--- config.mk ---
export PLATFORM = sky130hd
export DESIGN_NAME = mmu_perm_guard
export DESIGN_NICKNAME = d
export VERILOG_FILES = /design/src/rtl/mmu_perm_pkg.sv /design/src/rtl/mmu_access_classify.sv /design/src/rtl/mmu_fault_route.sv /design/src/rtl/mmu_fault_status.sv /design/src/rtl/mmu_perm_guard.sv
export SDC_FILE = /design/constraint.sdc
export NUM_CORES = 1
export LEC_CHECK = 0
export BUFFER_PORTS_ARGS = -buffer_cell sky130_fd_sc_hd__buf_2
export CORE_UTILIZATION = 47
export CTS_CLUSTER_SIZE = 12
export DETAILED_ROUTE_END_ITERATION = 10
export GPL_ROUTABILITY_DRIVEN = 0
export PLACE_DENSITY_LB_ADDON = 0.3
export SYNTH_ARGS = -nofsm -noshare
export SYNTH_HDL_FRONTEND = slang
export SYNTH_SLANG_ARGS = --single-unit
--- constraint.sdc ---
create_clock -name clk -period 3.4 [get_ports clk]
set_clock_uncertainty 0.1 [all_clocks]
set_input_delay 0.17 -clock clk [delete_from_list [all_inputs] [get_ports clk]]
set_output_delay 0.17 -clock clk [all_outputs]
set_load 0.1 [all_outputs]
--- src/rtl/mmu_perm_pkg.sv ---
package mmu_perm_pkg;
  localparam int IDX_W    = 3;
  localparam int PERM_W   = 3;
  localparam int TYPE_W   = 3;
  localparam int LVL_W    = 2;
  localparam int CODE_W   = 10;
  localparam int TYPE_LSB = 2;
  localparam int LVL_LSB  = 8;
  localparam int IDX_LSB  = 5;
  localparam int FAV_BIT  = 1;
  localparam int OVF_BIT  = 0;

  // Row r holds 8 two-bit fault types, column c at bits [2c+1:2c].
  localparam logic [7:0][15:0] PERM_ROWS = {
    16'h2A2A, 16'hFA2A, 16'h2222, 16'hFA22,
    16'h080A, 16'hF80A, 16'h0200, 16'hF200
  };
  localparam logic [7:0] WR_MASK_USER = 8'h0A;
  localparam logic [7:0] WR_MASK_SUP  = 8'hAA;

  function automatic logic [TYPE_W-1:0] perm_fault_type(
      input logic [IDX_W-1:0] idx, input logic [PERM_W-1:0] perm);
    logic [15:0] row;
    row = PERM_ROWS[idx];
    return {1'b0, row[2*perm +: 2]};
  endfunction
endpackage

--- src/rtl/mmu_access_classify.sv ---
module mmu_access_classify
  import mmu_perm_pkg::*;
(
  input  logic                clk,
  input  logic                rst_n,
  input  logic                chk_valid,
  input  logic [1:0]          acc_kind,
  input  logic                supervisor,
  input  logic [PERM_W-1:0]   perm_code,
  input  logic [LVL_W-1:0]    walk_lvl,
  input  logic [TYPE_W-1:0]   walk_type,
  output logic [IDX_W-1:0]    acc_idx,
  output logic [CODE_W-1:0]   fault_code,
  output logic                fault_hit
);
  logic [TYPE_W-1:0] perm_type;
  logic              walk_fail;

  always_comb begin
    acc_idx   = {acc_kind[0], acc_kind[1], supervisor};
    perm_type = perm_fault_type(acc_idx, perm_code);
    walk_fail = (walk_type != '0);
    fault_code = '0;
    if (chk_valid) begin
      if (walk_fail) begin
        fault_code[LVL_LSB +: LVL_W]   = walk_lvl;
        fault_code[TYPE_LSB +: TYPE_W] = walk_type;
      end else begin
        fault_code[TYPE_LSB +: TYPE_W] = perm_type;
      end
    end
    fault_hit = (fault_code != '0);
  end

  // a permission fault is only ever protection (2) or privilege (3)
  assert_perm_type_R2: assert property (@(posedge clk) disable iff (!rst_n)
    (fault_hit && walk_type == '0) |->
      (fault_code[TYPE_LSB +: TYPE_W] == 3'd2 || fault_code[TYPE_LSB +: TYPE_W] == 3'd3));
  // nothing is reported without a check strobe
  assert_quiet_idle_R10: assert property (@(posedge clk) disable iff (!rst_n)
    !chk_valid |-> !fault_hit);
endmodule

--- src/rtl/mmu_fault_route.sv ---
module mmu_fault_route
  import mmu_perm_pkg::*;
(
  input  logic              clk,
  input  logic              rst_n,
  input  logic              chk_valid,
  input  logic              fault_hit,
  input  logic              is_instr,
  input  logic              supervisor,
  input  logic [PERM_W-1:0] perm_code,
  input  logic              page_modified,
  input  logic              no_fault_mode,
  input  logic              traps_enabled,
  output logic              wr_grant,
  output logic              trap_instr,
  output logic              trap_data
);
  logic       suppress;
  logic [7:0] mask;
  logic       mask_ok;

  always_comb begin
    suppress = no_fault_mode || !traps_enabled;
    mask     = supervisor ? WR_MASK_SUP : WR_MASK_USER;
    mask_ok  = mask[perm_code];
    wr_grant = 1'b0;
    if (chk_valid) begin
      wr_grant = fault_hit ? suppress : (page_modified && mask_ok);
    end
    trap_instr = fault_hit && !suppress && is_instr;
    trap_data  = fault_hit && !suppress && !is_instr;
  end

  // only one trap kind per fault
  assert_trap_onehot_R8: assert property (@(posedge clk) disable iff (!rst_n)
    $onehot0({trap_instr, trap_data}));
  // a suppressed fault never traps
  assert_no_trap_suppressed_R9: assert property (@(posedge clk) disable iff (!rst_n)
    (no_fault_mode || !traps_enabled) |-> !(trap_instr || trap_data));
  // a clean grant needs the modified bit
  assert_grant_needs_mod_R4: assert property (@(posedge clk) disable iff (!rst_n)
    (wr_grant && !fault_hit) |-> page_modified);
endmodule

--- src/rtl/mmu_fault_status.sv ---
module mmu_fault_status
  import mmu_perm_pkg::*;
#(
  parameter int ADDR_W = 32,
  parameter int STAT_W = 32
) (
  input  logic              clk,
  input  logic              rst_n,
  input  logic              fault_hit,
  input  logic [IDX_W-1:0]  acc_idx,
  input  logic [CODE_W-1:0] fault_code,
  input  logic [ADDR_W-1:0] fault_addr,
  input  logic              stat_read,
  output logic [STAT_W-1:0] fsr_q,
  output logic [ADDR_W-1:0] far_q
);
  localparam logic [STAT_W-1:0] OVF_VAL = STAT_W'(1) << OVF_BIT;
  localparam logic [STAT_W-1:0] FAV_VAL = STAT_W'(1) << FAV_BIT;

  logic [STAT_W-1:0] fsr_d;
  logic [ADDR_W-1:0] far_d;
  logic              fsr_en;
  logic              far_en;
  logic [STAT_W-1:0] base;

  always_comb begin
    fsr_d  = fsr_q;
    far_d  = far_q;
    fsr_en = 1'b0;
    far_en = 1'b0;
    base   = '0;
    if (fault_hit) begin
      if (fsr_q != '0 && !stat_read) base = OVF_VAL;
      fsr_d  = base | (STAT_W'(acc_idx) << IDX_LSB) | STAT_W'(fault_code) | FAV_VAL;
      far_d  = fault_addr;
      fsr_en = 1'b1;
      far_en = 1'b1;
    end else if (stat_read) begin
      fsr_d  = '0;
      fsr_en = 1'b1;
    end
  end

  always_ff @(posedge clk or negedge rst_n) begin
    if (!rst_n) begin
      fsr_q <= '0;
      far_q <= '0;
    end else begin
      if (fsr_en) fsr_q <= fsr_d;
      if (far_en) far_q <= far_d;
    end
  end

  // the address register captures the faulting address
  assert_far_load_R5: assert property (@(posedge clk) disable iff (!rst_n)
    fault_hit |=> far_q == $past(fault_addr));
  // fault address valid bit follows every fault
  assert_fav_set_R5: assert property (@(posedge clk) disable iff (!rst_n)
    fault_hit |=> fsr_q[FAV_BIT]);
  // unread status plus new fault flags overflow
  assert_overflow_R5: assert property (@(posedge clk) disable iff (!rst_n)
    (fault_hit && !stat_read && fsr_q != '0) |=> fsr_q[OVF_BIT]);
  // a plain read clears the status
  assert_read_clear_R6: assert property (@(posedge clk) disable iff (!rst_n)
    (stat_read && !fault_hit) |=> fsr_q == '0);
  // read and fault together give no overflow
  assert_no_overflow_R7: assert property (@(posedge clk) disable iff (!rst_n)
    (stat_read && fault_hit) |=> !fsr_q[OVF_BIT]);
  // no fault and no read leaves both registers alone
  assert_hold_R11: assert property (@(posedge clk) disable iff (!rst_n)
    (!fault_hit && !stat_read) |=> ($stable(fsr_q) && $stable(far_q)));
endmodule

--- src/rtl/mmu_perm_guard.sv ---
module mmu_perm_guard
  import mmu_perm_pkg::*;
#(
  parameter int ADDR_W = 32,
  parameter int STAT_W = 32
) (
  input  logic              clk,
  input  logic              rst_n,
  input  logic              chk_valid,
  input  logic [1:0]        acc_kind,
  input  logic              supervisor,
  input  logic [2:0]        perm_code,
  input  logic              page_modified,
  input  logic [1:0]        walk_lvl,
  input  logic [2:0]        walk_type,
  input  logic [ADDR_W-1:0] fault_addr,
  input  logic              no_fault_mode,
  input  logic              traps_enabled,
  input  logic              stat_read,
  output logic [9:0]        fault_code,
  output logic              wr_grant,
  output logic [STAT_W-1:0] fsr_q,
  output logic [ADDR_W-1:0] far_q,
  output logic              trap_instr,
  output logic              trap_data
);
  logic [IDX_W-1:0] acc_idx;
  logic             fault_hit;

  mmu_access_classify i_classify (
    .clk        (clk),
    .rst_n      (rst_n),
    .chk_valid  (chk_valid),
    .acc_kind   (acc_kind),
    .supervisor (supervisor),
    .perm_code  (perm_code),
    .walk_lvl   (walk_lvl),
    .walk_type  (walk_type),
    .acc_idx    (acc_idx),
    .fault_code (fault_code),
    .fault_hit  (fault_hit)
  );

  mmu_fault_route i_route (
    .clk           (clk),
    .rst_n         (rst_n),
    .chk_valid     (chk_valid),
    .fault_hit     (fault_hit),
    .is_instr      (acc_kind[1]),
    .supervisor    (supervisor),
    .perm_code     (perm_code),
    .page_modified (page_modified),
    .no_fault_mode (no_fault_mode),
    .traps_enabled (traps_enabled),
    .wr_grant      (wr_grant),
    .trap_instr    (trap_instr),
    .trap_data     (trap_data)
  );

  mmu_fault_status #(.ADDR_W(ADDR_W), .STAT_W(STAT_W)) i_status (
    .clk        (clk),
    .rst_n      (rst_n),
    .fault_hit  (fault_hit),
    .acc_idx    (acc_idx),
    .fault_code (fault_code),
    .fault_addr (fault_addr),
    .stat_read  (stat_read),
    .fsr_q      (fsr_q),
    .far_q      (far_q)
  );
endmodule

==> impl_metrics.tcl <==
set metrics [dict create \
    outcome "complete, no violations" \
    critPathKind "input port to output pin" \
    clockBufferDepth 2 \
    hold_depth 2 \
    die_y_microns 69.67 \
    ant_nets 0 \
    rsz0062_at_grt "no" \
    drc_errors 0 \
    hold_viol_final 0 \
    synthCells 164 \
    yosysMostFrequentCell "dfrtp_1" \
    p_switching_w 0.0008578 \
    netSwitchingFraction 0.4995 \
    holdCritPathClass "input port to flop" \
    place_hpwl_microns 3130 \
    async_flop_share 1.000 \
    tightest_slew_ns 0.8995 \
    coreArea_sq_um 4384 \
    ys_ff_latch 42 \
    gr-usage-met1 0.2300 \
    antenna_found_initial 0 \
    postCtsHoldBufs 1 \
    nFillCells 363 \
    combPwrFrac 0.471 \
    seq_area_frac_synth 0.4884 \
    p_int_w 0.0008596 \
    syn_avg_cell_area_sq_um 13.12 \
    routedWlPerCell_microns 13.22 \
    cp.arrival_ns 1.73 \
    grt.busiest_layer "met2" \
    num_rows 24 \
    gr-usage-met2 0.2880 \
    dr.pass1.iters 4 \
    clkPwrFrac 0.189 \
    dpl_cell_area_sq_um 2546 \
    cp_max_fo 8 \
    r2r-start "i_status.fsr_q[5]$_DFFE_PN0P_" \
    grt_pass1_vias 1504 \
    relSlewSlack 0.4003 \
    syn_area_sq_um 2152 \
    vdd_drop_max_mv 0.2479 \
    drive_gt1_frac 0.5560 \
    vias_per_cell 4.884 \
    synth-edff-count 0 \
    fin_crit_sh 0.5874 \
    end_kind "output pin" \
    cts_setup_buffers 0 \
    drt_iter0_drc 41 \
    synth.top_cell.area_share 0.4884 \
    min_from "fault_addr[13]" \
    grt_use_met3 0.04797 \
    portBuffers 99 \
    yosys-top-cells-count "dfrtp_1 (42), buf_4 (28), mux2_4 (28)" \
    cts_buffers 5 \
    cts.htree.levels 2 \
    yosys.area.top_type "dfrtp_1" \
    die-area_sq_um 4853 \
    reg2reg_to "i_status.fsr_q[0]$_DFFE_PN0P_" \
    seq_power_share 0.340 \
    grtUsageTotal 0.1793 \
    fmax_ghz 0.5007 \
    drv_slew 0 \
    cellPowerDensity_nw_per_um2 646.2 \
    ctsResizeCount 0 \
    finalWirelength_microns 4230 \
    fp.dieW_microns 69.67 \
    fin_setup_tns_ns 0 \
    path_clk_slew_ns 0.08 \
    cts_num_sinks 42 \
    crit_path_start_kind "input port" \
    synthTopCellsByArea "dfrtp_1 (49%), mux2_4 (20%), buf_4 (9.8%)" \
    synth_flop_cell "dfrtp_1" \
    setup_violations 0 \
    vias 1563 \
    cts-root-buf "clkbuf_8" \
    crit_required_ns 3.13 \
    leakage_nw 1.429 \
    antenna_cells 0 \
    maxCapViolations 0 \
    clk_latency_ns 0.29 \
    area_growth_pct 23.49 \
    design_area_sq_um 2658 \
    yosysUniqueCellTypes 35 \
    hold_path_end "i_status.far_q[13]$_DFFE_PN0P_" \
    synth-warning-count 0 \
    grt_max_degree 43 \
    startpoint "perm_code[2]" \
    grt_pass1_wl_microns 6865 \
    final_nets 317 \
    r2r.worst_path.cells 4 \
    layout_min_cycle_time_ns 1.997 \
    rrSetupSlack_ns 2.17 \
    grt_overflow 0 \
    cts_tree "built" \
    io_pins 127 \
    initial_utilization 0.4909 \
]
-- layer usage --
layer,vias to the layer above,share of wire
li1,720,-
met3,7,0.080
met5,-,0
met2,87,0.47
met4,0,0.014
met1,749,0.43
-- registers in the layout, indices dropped and copies added, names as in the netlist --
name and count:
i_status.far_q 32, i_status.fsr_q 10
-- critical path, cell delays in order --
cell and delay, ns:
buf_2 0.10, nor2b_4 0.14, mux2_4 0.33, o31ai_2 0.56, nor3_1 0.11, buf_2 0.32
-- kinds of logic (layout without fill, tap and decap cells) --
group	Yosys count	after routing	share of synthesized area
AOI/OAI and AO/OA	18	18	0.06687
buffers and inverters	37	115	0.1372
DFF	42	42	0.4884
muxes	33	33	0.2215
other	1	27	0.001743
and+or+nand+nor	33	33	0.08430
-- worst max-delay path by stage --
| stage | to | cells after the start |
|---|---|---|
| 4_1_cts | wr_grant | 6 |
| 2_1_floorplan | trap_data | 4 |
| 3_5_place_dp | i_status.far_q[4]$_DFFE_PN0P_ | 6 |
| 5_1_grt | trap_instr | 6 |
| 3_3_place_gp | wr_grant | 6 |
| 6_report | trap_instr | 6 |
-- metrics by stage --
step,hold slack [ns],util,std cells,worst slack (ns),total power [W]
after floorplan,-0.2256,-,190,0.2551,0.001308
after CTS,0.0001751,0.6039,319,1.414,0.001731
after global routing,0.0005408,0.6062,320,1.267,0.001774
after global placement,0.2512,0.5808,310,1.417,0.001396
final,0.01117,0.6062,320,1.403,0.001717
after detailed placement,0.2628,0.5808,310,1.343,0.001401
-- area by class of cell --
class	instances	area (sq um)	area share
sequential	42	1051	0.3955
multi-input combinational	111	904.6	0.3404
timing repair buffer	103	530.5	0.1996
clock buffer	7	86.33	0.03249
tap	52	65.06	0.02448
inverter	4	15.01	0.005650
clock inverter	1	5.005	0.001883
-- layout by cell type (no fill, tap or decap), types with 2 or more instances in the layout --
cell           instances
buf_2                 99
dfrtp_1               42
mux2_4                28
conb_1                27
nor3_1                 6
nand2_1                6
clkbuf_8               6
nor2_1                 5
mux2_2                 5
inv_1                  4
a31o_2                 4
o21ai_0                3
nor2b_1                2
nand2b_1               2
and2_1                 2
or3_1                  2
and3_1                 2
o32ai_1                2
nand3_1                2
dlygate4sd3_1          2
buf_4                  2
-- power groups by stage --
stage	logic (W)	clock network (W)	registers, W
after floorplan	0.000314	0	0.000994
after global placement	0.000805	0	0.000591
after detailed placement	0.000807	0	0.000593
after CTS	0.000810	0.000337	0.000584
after global routing	0.000832	0.000352	0.000591
final	0.000808	0.000325	0.000584
Note: power is estimated with default switching activity, not from simulation.
